$ cat src/rtl/rmc_pkg.sv
package rmc_pkg;
  typedef enum logic [1:0] {
    MODE_STREAM = 2'd0,
    MODE_PROBE  = 2'd1,
    MODE_LOCKED = 2'd2
  } mode_e;
endpackage

$ cat src/rtl/rmc_edge_sync.sv
module rmc_edge_sync #(
  parameter int STAGES      = 2,
  parameter bit DETECT_FALL = 1'b0
) (
  input  logic clk_i,
  input  logic rst_ni,
  input  logic d_i,
  output logic edge_o
);
  logic [STAGES:0] sr_q;

  always_ff @(posedge clk_i or negedge rst_ni) begin
    if (!rst_ni) sr_q <= '0;
    else         sr_q <= {sr_q[STAGES-1:0], d_i};
  end

  generate
    if (DETECT_FALL) begin : g_fall
      assign edge_o = sr_q[STAGES] & ~sr_q[STAGES-1];
    end else begin : g_rise
      assign edge_o = ~sr_q[STAGES] & sr_q[STAGES-1];
    end
  endgenerate
endmodule

$ cat src/rtl/rmc_window_cnt.sv
module rmc_window_cnt #(
  parameter int LIMIT = 128,
  localparam int CW   = (LIMIT > 2) ? $clog2(LIMIT) : 1
) (
  input  logic          clk_i,
  input  logic          rst_ni,
  input  logic          clr_i,
  input  logic          inc_i,
  output logic          hit_o,
  output logic [CW-1:0] cnt_o
);
  assign hit_o = inc_i && (cnt_o == CW'(LIMIT - 1));

  always_ff @(posedge clk_i or negedge rst_ni) begin
    if (!rst_ni)    cnt_o <= '0;
    else if (clr_i) cnt_o <= '0;
    else if (inc_i) cnt_o <= hit_o ? '0 : cnt_o + 1'b1;
  end
endmodule

$ cat src/rtl/recovery_mode_ctrl.sv
module recovery_mode_ctrl
  import rmc_pkg::*;
#(
  parameter int PULSE_LIMIT    = 128,
  parameter int TIMEOUT_CYCLES = 250_000_000,
  parameter bit LOCK_ON_FIRST  = 1'b0,
  parameter int SYNC_STAGES    = 2
) (
  input  logic       clk_i,
  input  logic       rst_ni,
  input  logic       vclk_i,
  input  logic       scl_i,
  input  logic       sel_match_i,
  output logic [1:0] mode_o,
  output logic       i2c_mode_o,
  output logic       ptr_rst_o
);
  localparam int PCW = (PULSE_LIMIT > 2) ? $clog2(PULSE_LIMIT) : 1;
  localparam int TCW = (TIMEOUT_CYCLES > 2) ? $clog2(TIMEOUT_CYCLES) : 1;
  localparam mode_e ENTRY_MODE = LOCK_ON_FIRST ? MODE_LOCKED : MODE_PROBE;

  mode_e          state_q, state_d;
  logic           ptr_q;
  logic           vclk_rise, scl_fall;
  logic           in_probe, win_clr;
  logic           pulse_hit, time_hit;
  logic [PCW-1:0] pulse_cnt;
  logic [TCW-1:0] time_cnt;

  rmc_edge_sync #(.STAGES(SYNC_STAGES), .DETECT_FALL(1'b0)) u_vclk_sync (
    .clk_i(clk_i), .rst_ni(rst_ni), .d_i(vclk_i), .edge_o(vclk_rise));

  rmc_edge_sync #(.STAGES(SYNC_STAGES), .DETECT_FALL(1'b1)) u_scl_sync (
    .clk_i(clk_i), .rst_ni(rst_ni), .d_i(scl_i), .edge_o(scl_fall));

  assign in_probe = (state_q == MODE_PROBE);
  // counters run only in probation; any SCL fall restarts both
  assign win_clr  = !in_probe || scl_fall;

  rmc_window_cnt #(.LIMIT(PULSE_LIMIT)) u_pulse_cnt (
    .clk_i(clk_i), .rst_ni(rst_ni), .clr_i(win_clr),
    .inc_i(in_probe && vclk_rise), .hit_o(pulse_hit), .cnt_o(pulse_cnt));

  rmc_window_cnt #(.LIMIT(TIMEOUT_CYCLES)) u_time_cnt (
    .clk_i(clk_i), .rst_ni(rst_ni), .clr_i(win_clr),
    .inc_i(in_probe), .hit_o(time_hit), .cnt_o(time_cnt));

  always_comb begin
    state_d = state_q;
    unique case (state_q)
      MODE_STREAM: if (scl_fall) state_d = ENTRY_MODE;
      MODE_PROBE: begin
        if (sel_match_i)                state_d = MODE_LOCKED;
        else if (scl_fall)              state_d = MODE_PROBE;
        else if (pulse_hit || time_hit) state_d = MODE_STREAM;
      end
      MODE_LOCKED: state_d = MODE_LOCKED;
      default:     state_d = MODE_STREAM;
    endcase
  end

  always_ff @(posedge clk_i or negedge rst_ni) begin
    if (!rst_ni) begin
      state_q <= MODE_STREAM;
      ptr_q   <= 1'b1;
    end else begin
      state_q <= state_d;
      ptr_q   <= (state_d == MODE_STREAM) && (state_q != MODE_STREAM);
    end
  end

  assign mode_o     = state_q;
  assign i2c_mode_o = (state_q != MODE_STREAM);
  assign ptr_rst_o  = ptr_q;
endmodule

$ cat config.mk
export PLATFORM = sky130hd
export DESIGN_NAME = recovery_mode_ctrl
export DESIGN_NICKNAME = d
export VERILOG_FILES = /design/src/rtl/rmc_pkg.sv /design/src/rtl/rmc_edge_sync.sv /design/src/rtl/rmc_window_cnt.sv /design/src/rtl/recovery_mode_ctrl.sv
export SDC_FILE = /design/constraint.sdc
export NUM_CORES = 1
export LEC_CHECK = 0
export BUFFER_PORTS_ARGS = -buffer_cell sky130_fd_sc_hd__buf_2
export CAP_MARGIN = 0
export CORE_MARGIN = 5
export CORE_UTILIZATION = 29
export DETAILED_ROUTE_END_ITERATION = 10
export PLACE_DENSITY_LB_ADDON = 0.25
export SLEW_MARGIN = 30
export SYNTH_ARGS = -nofsm -noshare
export SYNTH_HDL_FRONTEND = slang
export SYNTH_SLANG_ARGS = --single-unit
$ cat constraint.sdc
create_clock -name clk_i -period 3.45 [get_ports clk_i]
set_clock_uncertainty 0.05 [all_clocks]
set_input_delay 0.5175 -clock clk_i [delete_from_list [all_inputs] [get_ports clk_i]]
set_output_delay 0.5175 -clock clk_i [all_outputs]
set_load 0.02 [all_outputs]
==> flow_summary.toml <==
[run_status]
status = "complete, no violations"

[worst_setup_path]
crit_buf_inv = 1
cp-end-kind = "register"
cpPeakStageDelay_ns = 0.49
path_max_fanout = 21
path_cells = "ha_1, and3_1, nand2_1, nor4_4, a41o_1, buf_4, o21ba_2"
cp_data_required_time_ns = 3.59
crit_type = "reg2reg"
cp.arrival_ns = 2.56
crit_slowest_cell = "nor4_4"
startpoint_type = "register"
cp_top_family = "simple AND/OR/NAND/NOR gates"

[global_route]
grt_pass1_wl_mm = 7.68
grt_max_degree = 45
overflow = 0
antenna_found_initial = 0
grt_pass1_vias = 1492
track_usage_pct = 9.98

[pwr]
vdd_drop_max_mv = 0.124
powerDensity_nw_per_um2 = 421
switchingPower_uw = 279
power.share.sequential_pct = 54.2
comb_power_share_pct = 12.8
leakage_uw = 0.000920
p_clk_share_pct = 32.9
internal_power_uw = 741
swShare_pct = 27.4

[detailed_routing]
met2WireLength_mm = 1.91
dr.max_layer_used = "met4"
ant_nets = 0
drtPass1Iterations = 4
wl_mm = 4.47
wl_met1_mm = 2.34
avgRoutedWirePerCell_um = 13.6
drc = 0
route.met3.wl_um = 157
viasPerCell = 5.01
via_count = 1642
drt-initial-drc-count = 78

[sta]
finalSetupViolations = 0
fmax_mhz = 414
period_needed_ns = 2.42
tightest_slew_ns = 0.730
hold_viol_final = 0
rsz0062_at_grt = "no"
setup-tns-final_ns = 0
fin_crit_sh_pct = 70.0
whs_ns = 0.163
maxSlewHeadroom_pct = 50.9
drv_slew = 0

[placed_design]
dp_hpwl_mm = 3.06
portBuffers = 8
globalplace.congestion = 0.758
dpl.cell_count = 320
placed_area_um2 = 2340

[final_layout]
seq_area_um2 = 1100
post-route-util_pct = 33.1
drive_gt1_share_pct = 11.4
fill_cells = 767
multi_input_area_um2 = 1040
finalNetCount = 235
final-instance-count-excl-fill = 328
antenna_cells = 0
syn2layout_area_growth_pct = 10.3
stdcell_area_um2 = 2430

[die]
fp.dieH_um = 97.1
coreArea_um2 = 7330
rows = 31
die_x_um = 97.1
initial_utilization_pct = 30.0
die-area_um2 = 9430
ios = 9

[clocking]
clkLatencyLatePin_ns = 0.29
clk_pin_slew_ns = 0.08
postCtsSetupBuffers = 0
cts_sinks = 44
numCtsBuffers = 5
htreeDepth = 2
tritoncts = "done"
clock_path_buffers = 2
cts_root_buf = "clkbuf_8"
cts_resized = 0
hold_buffers = 0

[worst_hold_path]
min_path_type = "in2async"

[synth]
syn_area_per_cell_um2 = 10.0
synth_nets = 227
synthDistinctLibCells = 43
ys.warnings.count = 0
seq_area_frac_synth_pct = 50.1
syn_area_um2 = 2200
postSynthCellCount = 220
synth-seq-cells = 44

[job]
cap_viol_max_count = 0
-- layout by cell type, fill, tap and decap left out, drive strengths merged, types with 4 or more instances in the layout --
cell	count
or3	5
and3	5
nand4	12
nor2b	4
or4	5
nor2	29
o21ai	5
and4	4
nand3b	4
nand3	10
dfrtp	43
buf	10
xor2	8
nor4	11
nand2	17
clkbuf	8
a21oi	6
xnor2	14
-- state kept, by name (all words and copies together) (netlist names) --
name,count
mode_o,2
u_time_cnt.cnt_o,28
u_vclk_sync.sr_q,3
u_pulse_cnt.cnt_o,7
u_scl_sync.sr_q,3
ptr_rst_o,1
-- synth_stat cells, drive strengths merged --
| library cell | count | area share, % |
|---|---|---|
| mux2i | 1 | 0.46 |
| nand2 | 17 | 2.9 |
| a2bb2oi | 1 | 0.40 |
| nor3b | 1 | 0.34 |
| and2 | 1 | 0.28 |
| a41o | 2 | 0.91 |
| nand3b | 4 | 1.4 |
| a21oi | 6 | 1.4 |
| nor4bb | 1 | 0.46 |
| o21ai | 5 | 1.1 |
| dfstp | 1 | 1.2 |
| nor3 | 3 | 0.68 |
| or3 | 5 | 1.4 |
| buf | 4 | 1.2 |
| and3 | 5 | 1.4 |
| nor2b | 4 | 1.1 |
| a31o | 1 | 0.40 |
| a21o | 1 | 0.34 |
| or4 | 5 | 1.7 |
| nand3 | 10 | 2.5 |
| o21ba | 1 | 0.46 |
| nand2b | 2 | 0.57 |
| nor4 | 11 | 4.1 |
| clkbuf | 5 | 0.85 |
| inv | 3 | 0.51 |
| nand4 | 12 | 3.4 |
| ha | 2 | 1.1 |
| and4 | 4 | 1.6 |
| and3b | 1 | 0.40 |
| xor2 | 8 | 3.2 |
| a311oi | 1 | 0.40 |
| a41oi | 1 | 0.40 |
| nor2 | 29 | 5.3 |
| o211a | 1 | 0.46 |
| xnor2 | 14 | 5.6 |
| or2 | 1 | 0.28 |
| a31oi | 3 | 0.85 |
| dfrtp | 43 | 49 |
-- metal layers --
metal  vias up  track usage, %
li1        804               -
met1       814            14.5
met2        19            14.1
met3         5            2.87
met4         0            3.56
met5         -               0
-- worst paths after layout --
| path | startpoint | end | slack (ns) | cells past startpoint |
|---|---|---|---|---|
| setup / recovery | u_time_cnt.cnt_o[0]$_DFFE_PN0P_ | u_time_cnt.cnt_o[27]$_DFFE_PN0P_ | 1.03 | 7 |
| hold / removal | rst_ni | mode_o[1]$_DFF_PN0_ | 0.16 | 1 |
| setup reg to reg | u_time_cnt.cnt_o[0]$_DFFE_PN0P_ | u_time_cnt.cnt_o[27]$_DFFE_PN0P_ | 1.03 | 7 |
| hold reg to reg | u_scl_sync.sr_q[0]$_DFF_PN0_ | u_scl_sync.sr_q[1]$_DFF_PN0_ | 0.31 | 0 |
| max in group asynchronous | rst_ni | u_time_cnt.cnt_o[4]$_DFFE_PN0P_ | 2.81 | 1 |
| min in group clk_i | scl_i | u_scl_sync.sr_q[0]$_DFF_PN0_ | 0.27 | 1 |
-- stage by stage --
stage,setup WS (ns),total power (uW)
floorplan,1.34,644
global placement,1.11,698
detailed placement,1.04,699
CTS,1.03,1040
global route,0.752,1070
finish,1.03,1020
-- area by class of cell --
cell class              count  share of cell area (%)
flip-flops and latches     44                    45.4
multi-input cells         164                    42.9
well taps                  99                    5.11
inverters                   3                   0.464
clock buffers               8                    3.71
repair buffers             10                    2.37
-- worst reg2reg max path, delay by kind of cell, from the launching register on --
| kind | cells | cell delay [ns] |
|---|---|---|
| AND/OR/NAND/NOR | 3 | 0.95 |
| adder cells (fa/ha/maj) | 1 | 0.22 |
| flip-flops | 1 | 0.40 |
| AO/OA/AOI/OAI | 2 | 0.43 |
| buffers and inverters | 1 | 0.25 |
-- power groups by stage --
stage | Clock (uW) | Combinational [uW] | Sequential (uW)
after global routing | 370 | 146 | 557
after global placement | 0 | 134 | 563
after CTS | 348 | 135 | 554
after detailed placement | 0 | 135 | 564
final | 336 | 131 | 554
after floorplan | 0 | 68.7 | 575
-- kinds of logic (layout without fill, tap and decap cells) --
kind of cell             Yosys count  in the layout  share of synthesized area [%]
multiplexers                       1              1                          0.455
AO/OA/AOI/OAI                     23             23                           7.11
adder cells (fa/ha/maj)            2              2                           1.14
buffers and inverters             12             21                           2.56
XOR/XNOR                          22             22                           8.76
flip-flops                        44             44                           50.1
AND/OR/NAND/NOR                  116            116                           29.9
(Power assumes the default switching activity.)
